**src/rtl/ppio_pkg.sv**
```systemverilog
package ppio_pkg;
  // port C lines taken by the handshakes
  localparam int A_IRQ_BIT = 3;
  localparam int A_STB_BIT = 4;
  localparam int A_BF_BIT  = 5;
  localparam int B_IRQ_BIT = 0;
  localparam int B_BF_BIT  = 1;
  localparam int B_STB_BIT = 2;

  typedef enum logic [1:0] {
    SEL_A   = 2'd0,
    SEL_B   = 2'd1,
    SEL_C   = 2'd2,
    SEL_CTL = 2'd3
  } ppio_sel_e;

  typedef struct packed {
    logic a_hs;
    logic a_in;
    logic cu_in;
    logic b_hs;
    logic b_in;
    logic cl_in;
  } ppio_cfg_t;

  localparam ppio_cfg_t CFG_RESET = '{a_hs: 1'b0, a_in: 1'b1, cu_in: 1'b1,
                                      b_hs: 1'b0, b_in: 1'b1, cl_in: 1'b1};
endpackage

```
**src/rtl/ppio_cfg.sv**
```systemverilog
module ppio_cfg
  import ppio_pkg::*;
#(
  parameter int DW = 8
) (
  input  logic          clk,
  input  logic          rst_n,
  input  logic          ctl_wr,
  input  logic          pc_wr,
  input  logic [DW-1:0] wdata,
  output ppio_cfg_t     cfg,
  output logic [DW-1:0] pc_latch,
  output logic          mode_load
);
  localparam int BW = $clog2(DW);

  assign mode_load = ctl_wr & wdata[7];

  always_ff @(posedge clk) begin
    if (!rst_n) begin
      cfg      <= CFG_RESET;
      pc_latch <= '0;
    end else if (mode_load) begin
      cfg.a_hs  <= wdata[6];
      cfg.a_in  <= wdata[4];
      cfg.cu_in <= wdata[3];
      cfg.b_hs  <= wdata[2];
      cfg.b_in  <= wdata[1];
      cfg.cl_in <= wdata[0];
      pc_latch  <= '0;
    end else if (ctl_wr) begin
      pc_latch[wdata[BW:1]] <= wdata[0];
    end else if (pc_wr) begin
      pc_latch <= wdata;
    end
  end
endmodule

```
**src/rtl/ppio_hs_port.sv**
```systemverilog
module ppio_hs_port #(
  parameter int DW = 8
) (
  input  logic          clk,
  input  logic          rst_n,
  input  logic          clr,
  input  logic          hs_en,
  input  logic          is_in,
  input  logic          inte,
  input  logic          stb_n,
  input  logic [DW-1:0] pins,
  input  logic          cpu_wr,
  input  logic          cpu_rd,
  input  logic [DW-1:0] wdata,
  output logic [DW-1:0] out_q,
  output logic [DW-1:0] in_q,
  output logic          irq,
  output logic          bf
);
  logic stb_prev, rd_prev;
  logic rise, rd_end;

  assign rise   = ~stb_prev & stb_n;
  assign rd_end = rd_prev & ~cpu_rd;

  always_ff @(posedge clk) begin
    if (!rst_n) begin
      stb_prev <= 1'b1;
      rd_prev  <= 1'b0;
      out_q    <= '0;
      in_q     <= '0;
      irq      <= 1'b0;
      bf       <= 1'b0;
    end else begin
      stb_prev <= stb_n;
      rd_prev  <= cpu_rd;
      if (clr) begin
        out_q <= '0;
        in_q  <= '0;
        irq   <= 1'b0;
        bf    <= 1'b0;
      end else begin
        if (cpu_wr) out_q <= wdata;
        if (!hs_en) begin
          irq <= 1'b0;
          bf  <= 1'b0;
        end else if (is_in) begin
          if (!stb_n) begin
            in_q <= pins;
            bf   <= 1'b1;
          end else if (rd_end) begin
            bf <= 1'b0;
          end
          if (rise && inte)  irq <= 1'b1;
          else if (cpu_rd)   irq <= 1'b0;
        end else begin
          if (cpu_wr)        bf <= 1'b1;
          else if (!stb_n)   bf <= 1'b0;
          if (cpu_wr)              irq <= 1'b0;
          else if (rise && inte)   irq <= 1'b1;
        end
      end
    end
  end
endmodule

```
**src/rtl/ppio_pc_map.sv**
```systemverilog
module ppio_pc_map
  import ppio_pkg::*;
#(
  parameter int DW = 8
) (
  input  ppio_cfg_t     cfg,
  input  logic [DW-1:0] pc_latch,
  input  logic [DW-1:0] pc_in,
  input  logic [1:0]    irq,
  input  logic [1:0]    bf,
  output logic [DW-1:0] pc_out,
  output logic [DW-1:0] pc_oe,
  output logic [DW-1:0] pc_rd
);
  localparam int HALF = DW / 2;

  always_comb begin
    for (int i = 0; i < DW; i++) begin
      pc_oe[i]  = (i < HALF) ? ~cfg.cl_in : ~cfg.cu_in;
      pc_out[i] = pc_latch[i];
      pc_rd[i]  = pc_oe[i] ? pc_latch[i] : pc_in[i];
    end
    if (cfg.a_hs) begin
      pc_out[A_IRQ_BIT] = irq[0];
      pc_oe[A_IRQ_BIT]  = 1'b1;
      pc_rd[A_IRQ_BIT]  = irq[0];
      pc_out[A_BF_BIT]  = cfg.a_in ? bf[0] : ~bf[0];
      pc_oe[A_BF_BIT]   = 1'b1;
      pc_rd[A_BF_BIT]   = cfg.a_in ? bf[0] : ~bf[0];
      pc_oe[A_STB_BIT]  = 1'b0;
      pc_rd[A_STB_BIT]  = pc_latch[A_STB_BIT];
    end
    if (cfg.b_hs) begin
      pc_out[B_IRQ_BIT] = irq[1];
      pc_oe[B_IRQ_BIT]  = 1'b1;
      pc_rd[B_IRQ_BIT]  = irq[1];
      pc_out[B_BF_BIT]  = cfg.b_in ? bf[1] : ~bf[1];
      pc_oe[B_BF_BIT]   = 1'b1;
      pc_rd[B_BF_BIT]   = cfg.b_in ? bf[1] : ~bf[1];
      pc_oe[B_STB_BIT]  = 1'b0;
      pc_rd[B_STB_BIT]  = pc_latch[B_STB_BIT];
    end
  end
endmodule

```
**src/rtl/ppio_ctrl.sv**
```systemverilog
module ppio_ctrl
  import ppio_pkg::*;
#(
  parameter int DW = 8
) (
  input  logic          clk,
  input  logic          rst_n,
  input  logic          cs,
  input  logic          rd,
  input  logic          wr,
  input  logic [1:0]    addr,
  input  logic [DW-1:0] wdata,
  output logic [DW-1:0] rdata,
  input  logic [DW-1:0] pa_in,
  output logic [DW-1:0] pa_out,
  output logic [DW-1:0] pa_oe,
  input  logic [DW-1:0] pb_in,
  output logic [DW-1:0] pb_out,
  output logic [DW-1:0] pb_oe,
  input  logic [DW-1:0] pc_in,
  output logic [DW-1:0] pc_out,
  output logic [DW-1:0] pc_oe
);
  localparam int NP = 2;

  ppio_sel_e     sel;
  logic          acc_wr, acc_rd;
  ppio_cfg_t     cfg;
  logic [DW-1:0] pc_latch, pc_rd;
  logic          mode_load;

  logic [DW-1:0] port_pins [NP];
  logic [DW-1:0] out_q     [NP];
  logic [DW-1:0] in_q      [NP];
  logic [DW-1:0] port_rd   [NP];
  logic [NP-1:0] hs_en, is_in, inte, stb_n, cpu_wr, cpu_rd, irq, bf;
  logic [DW-1:0] ctl_rd;

  assign sel    = ppio_sel_e'(addr);
  assign acc_wr = cs & wr;
  assign acc_rd = cs & rd;

  ppio_cfg #(.DW(DW)) u_cfg (
    .clk      (clk),
    .rst_n    (rst_n),
    .ctl_wr   (acc_wr && sel == SEL_CTL),
    .pc_wr    (acc_wr && sel == SEL_C),
    .wdata    (wdata),
    .cfg      (cfg),
    .pc_latch (pc_latch),
    .mode_load(mode_load)
  );

  assign port_pins[0] = pa_in;
  assign port_pins[1] = pb_in;
  assign hs_en  = {cfg.b_hs, cfg.a_hs};
  assign is_in  = {cfg.b_in, cfg.a_in};
  assign inte   = {pc_latch[B_STB_BIT], pc_latch[A_STB_BIT]};
  assign stb_n  = {pc_in[B_STB_BIT], pc_in[A_STB_BIT]};
  assign cpu_wr = {acc_wr && sel == SEL_B, acc_wr && sel == SEL_A};
  assign cpu_rd = {acc_rd && sel == SEL_B, acc_rd && sel == SEL_A};

  for (genvar g = 0; g < NP; g++) begin : g_port
    ppio_hs_port #(.DW(DW)) u_hs (
      .clk   (clk),
      .rst_n (rst_n),
      .clr   (mode_load),
      .hs_en (hs_en[g]),
      .is_in (is_in[g]),
      .inte  (inte[g]),
      .stb_n (stb_n[g]),
      .pins  (port_pins[g]),
      .cpu_wr(cpu_wr[g]),
      .cpu_rd(cpu_rd[g]),
      .wdata (wdata),
      .out_q (out_q[g]),
      .in_q  (in_q[g]),
      .irq   (irq[g]),
      .bf    (bf[g])
    );
    assign port_rd[g] = !is_in[g] ? out_q[g] : (hs_en[g] ? in_q[g] : port_pins[g]);
  end

  ppio_pc_map #(.DW(DW)) u_pc (
    .cfg     (cfg),
    .pc_latch(pc_latch),
    .pc_in   (pc_in),
    .irq     (irq),
    .bf      (bf),
    .pc_out  (pc_out),
    .pc_oe   (pc_oe),
    .pc_rd   (pc_rd)
  );

  assign pa_out = out_q[0];
  assign pb_out = out_q[1];
  assign pa_oe  = {DW{~cfg.a_in}};
  assign pb_oe  = {DW{~cfg.b_in}};

  always_comb begin
    ctl_rd      = '0;
    ctl_rd[7:0] = {1'b1, cfg.a_hs, 1'b0, cfg.a_in, cfg.cu_in, cfg.b_hs, cfg.b_in, cfg.cl_in};
  end

  always_comb begin
    rdata = '0;
    if (acc_rd) begin
      case (sel)
        SEL_A:   rdata = port_rd[0];
        SEL_B:   rdata = port_rd[1];
        SEL_C:   rdata = pc_rd;
        default: rdata = ctl_rd;
      endcase
    end
  end
endmodule

```
**config.mk**
```make
export PLATFORM = sky130hd
export DESIGN_NAME = ppio_ctrl
export DESIGN_NICKNAME = d
export VERILOG_FILES = /design/src/rtl/ppio_pkg.sv /design/src/rtl/ppio_cfg.sv /design/src/rtl/ppio_hs_port.sv /design/src/rtl/ppio_pc_map.sv /design/src/rtl/ppio_ctrl.sv
export SDC_FILE = /design/constraint.sdc
export NUM_CORES = 1
export LEC_CHECK = 0
export CAP_MARGIN = 20
export CORE_MARGIN = 10
export CORE_UTILIZATION = 43
export DETAILED_ROUTE_END_ITERATION = 12
export GPL_TIMING_DRIVEN = 0
export PLACE_DENSITY = 0.77
export SLEW_MARGIN = 20
export SYNTH_ARGS = -nofsm -noshare
export SYNTH_HDL_FRONTEND = slang
export SYNTH_SLANG_ARGS = --single-unit
```
**constraint.sdc**
```tcl
create_clock -name clk -period 1.75 [get_ports clk]
set_clock_uncertainty 0.15 [all_clocks]
set_input_delay 0.35 -clock clk [delete_from_list [all_inputs] [get_ports clk]]
set_output_delay 0.35 -clock clk [all_outputs]
set_load 0.02 [all_outputs]
```
; ---- Word-level counts from Yosys, hierarchy flattened
; Index checks and enable logic that the tools add are counted.
[classes]
order_cmp = 2
eq_ne = 9
muxes = 48
bitwise = 22
reduce_logical = 22
[op_table]
columns = operator, count
row1 = $mux W8, 7
row2 = $mux W1, 33
row3 = $pmux W8 S3, 1
row4 = $not A1 Y1, 15
row5 = $mux W3, 4
row6 = $ne A3 B1 Y1 const B, 4
row7 = $logic_and A1 B1 Y1, 9
row8 = $bwmux W8, 1
row9 = $reduce_and A2 Y1, 4
row10 = $and A1 B1 Y1, 7
row11 = $ne A3 B2 Y1 const B, 2
row12 = $reduce_and A3 Y1, 2
row13 = $reduce_bool A3 Y1, 2
row14 = $reduce_or A3 Y1, 2
row15 = $eq A2 B2 Y1 const B, 2
row16 = $lt A3 B4 Y1 const B, 1
row17 = $demux W1 S3, 1
row18 = $ge A3 B1 Y1 const B, 1
row19 = $eq A2 B1 Y1 const B, 1
row20 = $logic_not A2 Y1, 1
row21 = $mux W2, 1
row22 = $reduce_bool A2 Y1, 1
row23 = $reduce_or A2 Y1, 1
[totals]
register_bits = 54
wordCells = 122

; ---- Logic depth before layout (Yosys ltp)
[depth]
word_depth = 7
mapped_depth = 7
mapped_depth_nobuf = 4

; ---- By module
; From an unflattened synthesis, not the netlist that was laid out.
[hier_totals]
hier_cells = 366
area_unflattened_um2 = 3189.3
[by_module_without_submodules]
columns = module, instances, cells_per_inst, area_each_um2, seq_area_each_um2
row1 = ppio_hs_port, 2, 71, 747.0, 400.4
row2 = ppio_ctrl, 1, 107, 734.5, 0.0
row3 = ppio_cfg, 1, 80, 680.7, 280.3
row4 = ppio_pc_map, 1, 37, 280.3, 0.0

; ---- Worst setup path after synthesis
; OpenSTA, ideal clock, no wires.
[synth_timing]
kind = reg-to-output
startpoint = register u_cfg.cfg[1] (netlist name)
endpoint = output rdata[1]
arrival_ns = 1.553
required_time_ns = 1.250
setup_slack_ns = -0.303
path_stages_with_launch = 5
n_path_buf = 2
cell_sequence = dfxtp_1 -> buf_2 -> buf_1 -> o21ai_0 -> a311oi_1
[synth_via]
elab_chain_cells = 4
[synth_rtl]
columns = item, line_no
row1 = $mux W1, ppio_pc_map.sv:39  ; pc_rd[B_BF_BIT] = cfg.b_in ? bf[1] : ~bf[1];
row2 = $mux W3, ppio_pc_map.sv:33  ; if (cfg.b_hs) begin
row3 = $pmux W8 S3 (*), ppio_ctrl.sv:108  ; case (sel)
row4 = $mux W8 (*), ppio_ctrl.sv:107  ; if (acc_rd) begin
row5 = end: declaration, ppio_ctrl.sv:13  ; output logic [DW-1:0] rdata,
; Mark *: on every way between the ends. The rest lies on a longest branch, timed or not.

; ---- Worst setup path in the final report
[layout_timing]
startpoint = register u_cfg.cfg[5] (netlist name)
endpoint = output rdata[0]
[layout_via]
elab_chain_cells = 4
[layout_rtl]
columns = item, line_no
row1 = $mux W8 (2 in series), ppio_ctrl.sv:81  ; assign port_rd[g] = !is_in[g] ? out_q[g] : (hs_en[g] ? in_q[g] : port_pins[g]);
row2 = $pmux W8 S3, ppio_ctrl.sv:108
row3 = $mux W8, ppio_ctrl.sv:107
; Every way passes these cells.

==> results.cfg <==
[layout]
fin_nets = 568
area_delta_synth_final_pct = 60.92
drive_gt1_share_pct = 37.92
multi_input_area_mm2 = 0.002090
fill_cells = 537
design_area_mm2 = 0.005192
final_cells = 629
area.sequential_mm2 = 0.001095
antenna_cells = 0

[timing]
rsz0062_at_grt = true
max_slew_margin_pct = 68.98
timing.fmax_ghz = 0.4280
final.min_clock_period_ns = 2.337
slew_violations = 0
final-setup-viol-count = 26
layout_setup_ws_ns = -0.5865
min_period_over_period_pct = 133.5
tightest_slew_ns = 0.4642
hold_viol_final = 0

[detailed_routing]
first_pass_iters = 5
drt_iter0_drc = 275
postRouteAntennaNets = 0
vias_per_cell = 5.766
drc_errors = 0
drt-total-wl_um = 12790
routedWlPerCell_um = 20.33
vias = 3627

[placement]
gp_congestion = 0.8562
place_area_mm2 = 0.004425
dp_cells = 585
dp_hpwl_um = 8393
port_buffers = 92
dpl_worst_slack_ns = -1.268

[yosys]
post-synth-top-count-cell = nand2_1
ys_types = 55
avgSynthCellArea_um2 = 8.190
synth_nets = 433
ys_warn_count = 0
synth-seq-cells = 54
synth_top_area_share_pct = 33.50
synth_top_flop_cell = dfxtp_1
synth_common_cells = 59 x nand2_1, 54 x dfxtp_1, 38 x nor2_1
synth_area_mm2 = 0.003227
synth_cells = 394
ys_seq_area_share_pct = 33.50
async_flop_share_pct = 0
synth_area_leaders = dfxtp_1 34%, mux2i_1 11%, nand2_1 6.9%
synth_top_cell_by_area = dfxtp_1
synth_enable_flop_cells = 0

[floorplanning]
io_pins = 95
die_y_um = 106.6
core_area_mm2 = 0.007292
die_w_um = 106.6
start_util_pct = 44.25
dieArea_mm2 = 0.01137
rows = 31

[worst_setup_path]
slowest_stage = dfxtp_4
cpPeakStageDelay_ns = 0.39
worstPathRequired_ns = 1.25
crit_fanout = 4
critPathCaptureType = primary output
worstPathArrival_ns = 1.84
critPathLaunchType = flip-flop
crit_chain = mux2_4 > a311o_1 > a221o_1 > o311a_4 > buf_6
worst-setup-path-type = reg2out

[grt]
grt_max_degree = 16
overflow = 0
grt_usage_pct = 20.92
grt_pass1_wl_um = 19280
antenna_found_initial = 0
grt_pass1_vias = 3533

[run]
cap_violations = 0

[cts]
ctsHoldBuffers = 0
htreeDepth = 2
cts.clk_slew.worst_paths_ns = 0.10
clockBufferDepth = 2
clock_latency_ns = 0.31
numCtsBuffers = 5
clkSinkCount = 54
ctsRootBufferMaster = clkbuf_8
cts_tree = yes

[run_status]
violations = negative setup slack
status = complete, but fails checks

[pwr]
p_leak_nw = 2.266
peakVddDrop_mv = 0.3049
cellPowerDensity_mw_per_mm2 = 503.3

[worst_hold_path]
hold_path.class = in2reg
[per-layer routing]
metal | global-route usage [%] | wire (um) | vias up
li1 | - | - | 1625
met1 | 25.42 | 5055 | 1748
met2 | 34.99 | 6267 | 217
met3 | 5.150 | 1140 | 37
met4 | 7.640 | 327 | 0
met5 | 0 | 0 | -
[where the power goes]
group / total (mW) / switching [mW] / internal [mW]
registers: 1.26 / 0.0196 / 1.24
logic: 0.606 / 0.322 / 0.283
clock network: 0.743 / 0.422 / 0.321
total: 2.61 / 0.764 / 1.85
[cells by family (layout without fill, tap and decap cells)]
family	count (synthesis)	in the layout	share of synthesized area (%)
AND/OR/NAND/NOR	139	139	20.82
XOR/XNOR	2	2	0.5429
buffers and inverters	64	200	11.52
flip-flops	54	54	33.50
AO/OA/AOI/OAI	91	91	19.66
multiplexers	44	44	13.96
[critical path, delay by kind of cell, from the launching register on]
kind,cells,cell delay (ns)
compound gates,3,0.69
flops,1,0.39
mux,1,0.31
buf+inv,1,0.13
[final timing paths]
kind,start,to,slack (ns),cells past startpoint
worst max register to register,u_cfg.cfg[4],g_port[0].u_hs.bf,0,8
worst max-delay path,u_cfg.cfg[5],rdata[0],-0.59,5
worst min register to register,g_port[0].u_hs.out_q[2],g_port[0].u_hs.out_q[2],0.34,2
worst min-delay path,pa_in[0],g_port[0].u_hs.in_q[0],0.30,3
[final cells by class]
class / instances / share of cell area [%]
plain buffers: 47 / 8.217
clock buffers: 7 / 1.663
clock inverters: 1 / 0.09639
inverters: 12 / 1.012
multi-input cells: 276 / 40.24
flip-flops and latches: 54 / 21.08
well taps: 99 / 2.386
repair buffers: 131 / 25.01
repair inverters: 2 / 0.2892
[placed cells by master, fill, tap and decap left out, types with 4 or more instances in the layout]
master	n
a211oi_2	16
a21oi_1	24
and3_1	5
buf_2	9
buf_4	36
buf_6	56
buf_8	5
clkbuf_2	4
clkbuf_8	6
clkdlybuf4s50_1	32
clkinvlp_4	4
dfxtp_1	49
dlygate4sd2_1	23
inv_1	9
mux2_2	4
mux2_4	4
mux2i_1	30
nand2_1	58
nand3_1	8
nor2_1	37
nor2b_1	4
o21ai_0	11
[per-stage QoR]
stage / power, mW / TNS [ns] / hold WS [ns] / utilization (%)
floorplan: 1.580 / -0.1146 / 0.3015 / -
global placement: 1.814 / -33.21 / 0.3154 / 60.69
detailed placement: 1.821 / -36.59 / 0.3152 / 60.69
CTS: 2.585 / -6.357 / 0.2740 / 69.29
global route: 2.692 / -8.077 / 0.3306 / 71.21
finish: 2.613 / -7.112 / 0.2962 / 71.21
[sequential cells by signal, indices dropped and copies added (netlist names)]
register and cells:
g_port.u_hs.stb_prev 2, g_port.u_hs.out_q 16, g_port.u_hs.in_q 16, u_cfg.pc_latch 8
g_port.u_hs.bf 2, g_port.u_hs.rd_prev 2, u_cfg.cfg 6, g_port.u_hs.irq 2
[what timing repair did]
action / CTS / global route
setup buffers: 29 / 10
resized for setup: 289 / 41
gates cloned: 5 / 0
setup endpoints to repair: 99 / 44
pin swaps: 16 / 13
Note: power is estimated with default switching activity, not from simulation.
